## src/rtl/remap_pkg.sv

```systemverilog
package remap_pkg;
  localparam int NUM_OPS    = 5;
  localparam int NUM_SHAPES = 4;
  localparam int SEL_W      = $clog2(NUM_SHAPES);
  localparam int ENA_LSB    = NUM_OPS * SEL_W;
  localparam int CFG_USED   = ENA_LSB + NUM_OPS;
  localparam int CFG_W      = 24;

  // Strobes from sequencing control to the offset datapath.
  typedef struct packed {
    logic                clearCnt;
    logic                advance;
    logic [NUM_OPS-1:0]  vecMask;
  } seq_strobe_t;
endpackage

```

## src/rtl/remap_seq_ctrl.sv

```systemverilog
module remap_seq_ctrl
  import remap_pkg::*;
#(
  parameter int MAX_VL = 64,
  localparam int CNT_W  = $clog2(MAX_VL + 1),
  localparam int PIDX_W = $clog2(MAX_VL)
) (
  input  logic               clk,
  input  logic               rstN,
  input  logic               start,
  input  logic [CNT_W-1:0]   vecLen,
  input  logic [MAX_VL-1:0]  predMask,
  input  logic [NUM_OPS-1:0] opIsVec,
  output seq_strobe_t        stb,
  output logic               stepValid,
  output logic               stepIssue,
  output logic               stepLast,
  output logic [CNT_W-1:0]   stepIdx
);
  localparam int DST_SLOT = 3;

  logic               running;
  logic [CNT_W-1:0]   elemCnt;
  logic [CNT_W-1:0]   vlReg;
  logic [MAX_VL-1:0]  predReg;
  logic [NUM_OPS-1:0] vecReg;
  logic               launch;
  logic               lastNow;
  logic [CNT_W-1:0]   vlClamped;

  assign launch    = !running && start && (vecLen != '0);
  assign vlClamped = (vecLen > CNT_W'(MAX_VL)) ? CNT_W'(MAX_VL) : vecLen;
  assign lastNow   = running && ((elemCnt == vlReg - CNT_W'(1)) || !vecReg[DST_SLOT]);

  always_ff @(posedge clk or negedge rstN) begin
    if (!rstN) begin
      running <= 1'b0;
      elemCnt <= '0;
      vlReg   <= '0;
      predReg <= '0;
      vecReg  <= '0;
    end else if (launch) begin
      running <= 1'b1;
      elemCnt <= '0;
      vlReg   <= vlClamped;
      predReg <= predMask;
      vecReg  <= opIsVec;
    end else if (running) begin
      if (lastNow) running <= 1'b0;
      else         elemCnt <= elemCnt + CNT_W'(1);
    end
  end

  always_comb begin
    stb.clearCnt = launch;
    stb.advance  = running;
    stb.vecMask  = vecReg;
  end

  assign stepValid = running;
  assign stepIssue = running && predReg[elemCnt[PIDX_W-1:0]];
  assign stepLast  = lastNow;
  assign stepIdx   = elemCnt;
endmodule

```

## src/rtl/remap_offset_path.sv

```systemverilog
module remap_offset_path
  import remap_pkg::*;
#(
  parameter int IDX_W = 7
) (
  input  logic                        clk,
  input  logic                        rstN,
  input  logic                        cfgWrEn,
  input  logic [CFG_W-1:0]            cfgWrData,
  input  seq_strobe_t                 stb,
  input  logic [NUM_SHAPES*IDX_W-1:0] shapeIdx,
  output logic [CFG_W-1:0]            cfgRdData,
  output logic [NUM_OPS*IDX_W-1:0]    opOffset
);
  logic [CFG_USED-1:0] ctlReg;
  logic [IDX_W-1:0]    shapeArr [NUM_SHAPES];
  logic                unusedRsvBits;

  assign unusedRsvBits = ^cfgWrData[CFG_W-1:CFG_USED];

  always_ff @(posedge clk or negedge rstN) begin
    if (!rstN)        ctlReg <= '0;
    else if (cfgWrEn) ctlReg <= cfgWrData[CFG_USED-1:0];
  end

  assign cfgRdData = {{(CFG_W-CFG_USED){1'b0}}, ctlReg};

  for (genvar g = 0; g < NUM_SHAPES; g++) begin : g_shape
    assign shapeArr[g] = shapeIdx[g*IDX_W +: IDX_W];
  end

  for (genvar k = 0; k < NUM_OPS; k++) begin : g_op
    logic [IDX_W-1:0] seqCnt;
    logic [SEL_W-1:0] selK;
    logic             enK;

    assign selK = ctlReg[k*SEL_W +: SEL_W];
    assign enK  = ctlReg[ENA_LSB + k];

    always_ff @(posedge clk or negedge rstN) begin
      if (!rstN)                             seqCnt <= '0;
      else if (stb.clearCnt)                 seqCnt <= '0;
      else if (stb.advance && stb.vecMask[k]) seqCnt <= seqCnt + IDX_W'(1);
    end

    assign opOffset[k*IDX_W +: IDX_W] = enK ? shapeArr[selK] : seqCnt;
  end
endmodule

```

## src/rtl/remap_select_unit.sv

```systemverilog
module remap_select_unit
  import remap_pkg::*;
#(
  parameter int MAX_VL = 64,
  parameter int IDX_W  = 7,
  localparam int CNT_W = $clog2(MAX_VL + 1)
) (
  input  logic                        clk,
  input  logic                        rstN,
  input  logic                        cfgWrEn,
  input  logic [23:0]                 cfgWrData,
  output logic [23:0]                 cfgRdData,
  input  logic                        start,
  input  logic [CNT_W-1:0]            vecLen,
  input  logic [MAX_VL-1:0]           predMask,
  input  logic [4:0]                  opIsVec,
  input  logic [4*IDX_W-1:0]          shapeIdx,
  output logic                        stepValid,
  output logic                        stepIssue,
  output logic                        stepLast,
  output logic [CNT_W-1:0]            stepIdx,
  output logic [5*IDX_W-1:0]          opOffset
);
  seq_strobe_t stb;

  remap_seq_ctrl #(.MAX_VL(MAX_VL)) u_ctrl (
    .clk(clk), .rstN(rstN), .start(start), .vecLen(vecLen),
    .predMask(predMask), .opIsVec(opIsVec), .stb(stb),
    .stepValid(stepValid), .stepIssue(stepIssue),
    .stepLast(stepLast), .stepIdx(stepIdx)
  );

  remap_offset_path #(.IDX_W(IDX_W)) u_path (
    .clk(clk), .rstN(rstN), .cfgWrEn(cfgWrEn), .cfgWrData(cfgWrData),
    .stb(stb), .shapeIdx(shapeIdx), .cfgRdData(cfgRdData),
    .opOffset(opOffset)
  );
endmodule

```

## config.mk

```make
export PLATFORM = sky130hd
export DESIGN_NAME = remap_select_unit
export DESIGN_NICKNAME = d
export VERILOG_FILES = /design/src/rtl/remap_pkg.sv /design/src/rtl/remap_seq_ctrl.sv /design/src/rtl/remap_offset_path.sv /design/src/rtl/remap_select_unit.sv
export SDC_FILE = /design/constraint.sdc
export NUM_CORES = 1
export LEC_CHECK = 0
export ABC_AREA = 1
export ABC_CLOCK_PERIOD_IN_PS = 3800
export BUFFER_PORTS_ARGS = -buffer_cell sky130_fd_sc_hd__buf_2
export CAP_MARGIN = 20
export CORE_MARGIN = 8
export CORE_UTILIZATION = 50
export DETAILED_ROUTE_END_ITERATION = 7
export PLACE_DENSITY = 0.75
export SLEW_MARGIN = 20
export SYNTH_ARGS = -nofsm -noshare
export SYNTH_HDL_FRONTEND = slang
export SYNTH_HIERARCHICAL = 1
export SYNTH_SLANG_ARGS = --single-unit
```

## constraint.sdc

```tcl
create_clock -name clk -period 3.8 [get_ports clk]
set_input_delay 0.38 -clock clk [delete_from_list [all_inputs] [get_ports clk]]
set_output_delay 0.38 -clock clk [all_outputs]
set_load 0.02 [all_outputs]
```

==> results.sh, run 1 <==
export IMPL_status="complete, but fails checks"
export IMPL_violations="negative hold slack"
export IMPL_syn_inst=1226
export IMPL_yosysTopAreaCell="dfrtp_1"
export IMPL_synth_mux_area_share_pct=1.359
export IMPL_std_cell_rows=47
export IMPL_cts_resized=0
export IMPL_min_path_type="input pin to async pin"
export IMPL_p_leak_nw=5.370
export IMPL_drive_gt1_share_pct=18.06
export IMPL_dp_worst_setup_slack_ns=1.482
export IMPL_skew_ns=0.007269
export IMPL_clkLatencyLatePin_ns=0.43
export IMPL_min_period_ns=2.762
export IMPL_setup_tns_ns=0
export IMPL_drv_cap=0
export IMPL_synth_seq_area_share_pct=40.48
export IMPL_synth_async_reset_ratio_pct=100.0
export IMPL_cts_buffers=17
export IMPL_synth_compound_area_share_pct=12.60
export IMPL_cts_root_buf="clkbuf_16"
export IMPL_hpwl_mm=16.48
export IMPL_first_global_vias=7452
export IMPL_num_antenna_cells=0
export IMPL_required_ns=3.42
export IMPL_wl_per_cell_um=14.62
export IMPL_via_per_inst=5.152
export IMPL_clkTransAtPathRegs_ns=0.06
export IMPL_tightest_slew_ns=1.013
export IMPL_fp_dieH_um=144.7
export IMPL_finalHoldViolCount=2
export IMPL_final_max_slew_viol_count=0
export IMPL_fillers=1585
export IMPL_synth_warnings=6
export IMPL_synth_area_mm2=0.008284
export IMPL_ff2ff_setup_slack_ns=1.62
export IMPL_setup_viol=0
export IMPL_setup_worst_path_start="u_ctrl/stepIdx[0]"
export IMPL_synthAdderAreaFrac_pct=1.057
export IMPL_num_io_pins=201
export IMPL_power_density_mw_per_mm2=658.4
export IMPL_grt_max_degree=106
export IMPL_routed_wl_mm=23.45
export IMPL_critical_path_endpoint="stepIssue"
export IMPL_max_freq_mhz=362.1
export IMPL_grtUsageTotal_pct=22.33
export IMPL_cts_hold_buf=0
export IMPL_end_kind="output pin"
export IMPL_portBuffers=182
export IMPL_drt_first_pass_iters=5
export IMPL_avgSynthCellArea_um2=6.757
export IMPL_power_mw=6.424
export IMPL_synthDistinctLibCells=31
export IMPL_die_w_um=144.7
export IMPL_cts_tree="built"
export IMPL_ys_flop_type="dfrtp_1"
export IMPL_cp_start_kind="flip-flop"
export IMPL_hold_slack_ns=-0.0009379
export IMPL_synth_top_cell_area_share_pct=40.48
export IMPL_synth_simple_area_share_pct=33.98
export IMPL_grt_setup_unrepaired="false"
export IMPL_vias=8264
export IMPL_fin_util_pct=59.47
export IMPL_place_gp_congestion=0.8670
export IMPL_synth_top_family_by_area="simple AND/OR/NAND/NOR gates"
export IMPL_fin_nets=1510
export IMPL_path_class="flip-flop to output pin"
export IMPL_fin_crit_sh_pct=72.67
export IMPL_synth_edff_count=0
export IMPL_antenna_found_initial=0
export IMPL_grt_overflow_total=0
export IMPL_core_area_mm2=0.01641
export IMPL_synth_commonest_cells="498 x nand2_1, 134 x dfrtp_1, 118 x nor2_1"
export IMPL_die_area_mm2=0.02094
export IMPL_ys_seq_elements=134
export IMPL_relSlewSlack_pct=32.47
export IMPL_postCtsSetupRepairBufs=0
export IMPL_synth_xor_area_share_pct=0.6343
export IMPL_vdd_ir_drop_max_mv=0.4248
export IMPL_setup_slack_ns=1.038
export IMPL_antenna_left=0
export IMPL_clock_sinks=134
export IMPL_cp_arrival_ns=2.38
export IMPL_synth_most_common_cell="nand2_1"
export IMPL_synthToLayoutAreaGrowth_pct=17.78
export IMPL_drt_iter0_drc=670
export IMPL_start_util_pct=50.49
export IMPL_grt_pass1_wl_mm=36.67
export IMPL_cp_max_fo=23
export IMPL_netlist_top_cells_area="dfrtp_1 40%, nand2_1 23%, nor2_1 5.3%, o21ai_0 4.8%, inv_1 4.8%"
export IMPL_cts_path_max_buffers=2
export IMPL_r2r_cells=6
export IMPL_drc=0
export IMPL_rr_endpoint="u_ctrl/vlReg[2]"
export IMPL_htree_levels=4
export IMPL_reg2reg_from="u_ctrl/stepValid"
[worst max-delay path, stage by stage, from the launching register on]
cell and delay (ns):
dfrtp_1 0.37, inv_1 0.53, o21ai_0 0.25, nand3_1 0.13
nand3_1 0.11, nand2_1 0.09, nand3_1 0.07, a21oi_1 0.20
buf_2 0.20
[where the power goes]
part           total, mW  internal [mW]  leakage, nW  switching [mW]
clock network       1.69           1.00        0.290           0.687
logic               2.43          0.823         3.38            1.61
registers           2.31           1.91         1.70           0.397
[state kept, by name, summed over array words and instances, names as in the netlist]
name / count
u_ctrl/stepValid: 1
u_path/ctlReg: 15
u_ctrl/vlReg: 7
u_ctrl/vecReg: 5
u_ctrl/predReg: 64
u_path/g_op.seqCnt: 35
u_ctrl/stepIdx: 7
[metal layers]
layer  up-vias  track usage [%]  routed length [um]
li1       4155                -                   -
met1      3731            29.11               10300
met2       337            35.49               10540
met3        41            6.168                2180
met4         0            6.736                 431
met5         -                0                   0
[cells in the final DEF, fill, tap and decap left out, drive strengths merged, types with 11 or more instances in the layout]
cell / n
nand2: 500
buf: 189
dfrtp: 134
nor2: 126
inv: 115
o21ai: 97
a21oi: 53
nand3: 47
o211ai: 38
clkbuf: 18
nor3: 12
nand4: 11
[cell families (layout without fill, tap and decap cells)]
family / after synthesis / in the layout
xor gates and xnor gates: 6 / 6
and+or+nand+nor: 699 / 699
muxes: 10 / 10
adders and majority gates: 7 / 7
other: 1 / 9
AOI/OAI and AO/OA: 189 / 189
DFF: 134 / 134
buffers and inverters: 180 / 330
[per-stage QoR]
step,instances,instance area (um2),hold WS (ns)
after floorplan,1234,8314,0.08441
after global placement,1572,9153,0.4561
after detailed placement,1572,9153,0.4586
after CTS,1604,9757,0.07785
after global routing,1604,9757,0.09166
final,1604,9757,-0.0009379
[worst min-delay path by stage]
stage                       start                        to  slack (ns)  depth (start not counted)
4_1_cts                      rstN          u_path/ctlReg[2]        0.08                          1
3_5_place_dp   u_ctrl/predReg[28]        u_ctrl/predReg[28]        0.46                          2
5_1_grt                      rstN  u_path/g_op[4].seqCnt[6]        0.09                          1
2_1_floorplan                rstN         u_ctrl/predReg[0]        0.08                          0
3_3_place_gp   u_ctrl/predReg[17]        u_ctrl/predReg[17]        0.46                          2
6_report                     rstN  u_path/g_op[4].seqCnt[2]     -0.0009                          1
[cell type report]
| type | instances | area (um2) | share of cell area, % |
|---|---|---|---|
| multi-input combinational | 920 | 4145 | 42.49 |
| sequential | 134 | 3353 | 34.37 |
| timing repair buffer | 189 | 969.7 | 9.938 |
| clock buffer | 18 | 439.2 | 4.501 |
| inverter | 109 | 409.1 | 4.193 |
| tap | 220 | 275.3 | 2.821 |
| clock inverter | 14 | 165.2 | 1.693 |
Note: power is estimated with default switching activity, not from simulation.
==> run 2: changes to the inputs <==
ABC_CLOCK_PERIOD_IN_PS = 2500   (was 3800)
CORE_UTILIZATION = 49   (was 50)
PLACE_DENSITY = 0.77   (was 0.75)
clock period = 2.5 ns   (was 3.8 ns; I/O delays follow)
==> run 2 against run 1 <==
Against the previous run: clock-buffer cell count stayed put; global-route usage is 0.21 points lower; critical endpoint unchanged; final cell count is 0.56% higher; wire length is 1.7% higher; clock skew is 0.0037 ns higher; combinational power is 59% higher; critical path depth is 1 higher; worst hold slack better by 0.019 ns; the run now ends clean; non-clock buffer count is 9 higher.
==> results.sh, run 2 (synthesis gave the netlist of run 1 again) <==
export IMPL_status="finished clean"
export IMPL_core_area_mm2=0.01658
export IMPL_grt_max_degree=106
export IMPL_r2r_cells=6
export IMPL_vdd_ir_drop_max_mv=0.5736
export IMPL_final_cell_area_mm2=0.009886
export IMPL_std_cell_rows=47
export IMPL_place_gp_congestion=0.8965
export IMPL_grtUsageTotal_pct=22.13
export IMPL_cp_top_family="buffers and inverters"
export IMPL_end_kind="output pin"
export IMPL_finalNonFillerCells=1613
export IMPL_ff2ff_setup_slack_ns=0.57
export IMPL_cp_start_kind="flip-flop"
export IMPL_min_path_type="input pin to flip-flop"
export IMPL_drive_gt1_share_pct=19.02
export IMPL_drc=0
export IMPL_first_global_vias=7925
export IMPL_fin_util_pct=59.61
export IMPL_largest_register_ffs=64
export IMPL_cts_buffers=17
export IMPL_cp_max_fo=22
export IMPL_cp_buffers_inverters=3
export IMPL_clock_sinks=134
export IMPL_min_to="u_ctrl/predReg[4]"
export IMPL_hpwl_mm=17.16
export IMPL_routed_wl_mm=23.85
export IMPL_finalHoldViolCount=0
export IMPL_wl_per_cell_um=14.79
export IMPL_place_area_mm2=0.009225
export IMPL_vias=8295
export IMPL_die_area_mm2=0.02132
export IMPL_setup_tns_ns=0
export IMPL_grt_setup_unrepaired="false"
export IMPL_setup_viol=0
export IMPL_antenna_left=0
export IMPL_setup_slack_ns=0.1323
export IMPL_cpMostUsedCell="nand3_1"
export IMPL_dp_worst_setup_slack_ns=0.4191
export IMPL_critPathMaxStageDelay_ns=0.44
export IMPL_min_period_ns=2.368
export IMPL_fin_crit_sh_pct=94.71
export IMPL_fp_dieH_um=146.0
export IMPL_path_cells="inv_1, buf_8, o21ai_0, nand3_1, nand3_1, nand2_1, nand3_1, a21oi_1, buf_2"
export IMPL_max_freq_mhz=422.4
export IMPL_top_register="u_ctrl/predReg"
export IMPL_p_leak_nw=5.418
export IMPL_clkLatencyLatePin_ns=0.42
export IMPL_num_antenna_cells=0
export IMPL_cts_path_max_buffers=2
export IMPL_power_density_mw_per_mm2=1007
export IMPL_cp_arrival_ns=2.12
export IMPL_drt_first_pass_iters=7
export IMPL_fillers=1572
export IMPL_relSlewSlack_pct=33.76
export IMPL_portBuffers=182
export IMPL_rr_endpoint="u_ctrl/predReg[9]"
export IMPL_grt_pass1_wl_mm=38.89
export IMPL_die_w_um=146.0
export IMPL_postCtsSetupRepairBufs=0
export IMPL_skew_ns=0.01094
export IMPL_holdPathStages=3
export IMPL_min_delay_start="predMask[4]"
export IMPL_final_max_slew_viol_count=0
export IMPL_drv_cap=0
export IMPL_htree_levels=4
export IMPL_reg2reg_from="u_ctrl/stepValid"
export IMPL_start_util_pct=49.95
export IMPL_synthToLayoutAreaGrowth_pct=19.33
export IMPL_reg_top3="u_ctrl/predReg: 64 flops, u_path/g_op.seqCnt: 35 flops, u_path/ctlReg: 15 flops"
export IMPL_path_class="flip-flop to output pin"
export IMPL_cpMaxStageDelayCell="dfrtp_2"
export IMPL_required_ns=2.25
export IMPL_fin_nets=1519
export IMPL_path_depth=9
export IMPL_clkTransAtPathRegs_ns=0.06
export IMPL_drt_iter0_drc=623
export IMPL_num_io_pins=201
export IMPL_mostFrequentLayoutCell="nand2_1"
export IMPL_cts_root_buf="clkbuf_16"
export IMPL_antenna_found_initial=0
export IMPL_grt_overflow_total=0
export IMPL_cts_tree="built"
export IMPL_place_inst=1580
export IMPL_tightest_slew_ns=0.9937
export IMPL_via_per_inst=5.143
export IMPL_final_cell_mix="498 x nand2_1, 180 x buf_2, 131 x dfrtp_1"
## run 2: changes by cell type in the layout (fill, tap and decap cells not counted), moves of 2 or more
cell | previous run | this run
buf_12 | 0 | 2
buf_4 | 7 | 12
buf_8 | 0 | 2
dfrtp_1 | 134 | 131
dfrtp_2 | 0 | 3
inv_6 | 5 | 3
## run 2: how the worst max path moves through the flow
| stage | slack [ns] | endpoint | from |
|---|---|---|---|
| 4_1_cts | 0.003 | stepLast | u_ctrl/vlReg[0] |
| 3_3_place_gp | 0.47 | stepIssue | u_ctrl/stepIdx[1] |
| 2_1_floorplan | 0.60 | stepIssue | u_ctrl/stepIdx[1] |
| 6_report | 0.13 | stepIssue | u_ctrl/stepIdx[0] |
| 5_1_grt | 0.009 | stepIssue | u_ctrl/stepIdx[0] |
| 3_5_place_dp | 0.42 | stepIssue | u_ctrl/stepIdx[1] |
## run 2: where the power goes
group | leakage (nW) | internal (mW) | total, mW | switching, mW
Sequential | 1.70 | 2.91 | 3.51 | 0.601
Clock | 0.288 | 1.52 | 2.58 | 1.05
Combinational | 3.43 | 1.35 | 3.87 | 2.53
## run 2: timing repair
action / 4_1_cts / 5_1_grt
endpoints found under the hold margin: 27 / 0
pin swaps: 0 / 0
endpoints found under the setup margin: 1 / 2
hold buffers: 1 / 0
gates resized for setup: 1 / 16
## run 2: area by class of cell
type	count	area [um2]	share of cell area, %
clock buffers	18	439.2	4.442
clock inverters	14	166.4	1.683
repair buffers	198	1082	10.95
well taps	220	275.3	2.784
flip-flops and latches	134	3357	33.96
inverters	109	411.6	4.164
multi-input cells	920	4154	42.02
## run 2: metal layers
metal	global-route usage [%]	up-vias	share of wire (%)
li1	-	4163	-
met1	29.33	3784	45
met2	35.51	325	46
met3	4.604	23	7.1
met4	7.213	0	1.3
met5	0	-	0
## run 2: worst register-to-register path, stage by stage (launching register included)
cell,delay (ns)
dfrtp_1,0.38
inv_1,0.14
nand3_2,0.12
inv_2,0.07
buf_4,0.76
nand2_1,0.23
o21ai_0,0.16
## run 2: through the flow
step / total power [mW] / hold WS (ns)
2_1_floorplan: 6.219 / -0.04559
3_3_place_gp: 7.151 / 0.1524
3_5_place_dp: 7.288 / 0.1545
4_1_cts: 9.922 / 0.001794
5_1_grt: 10.67 / 0.0008758
6_report: 9.958 / 0.01828
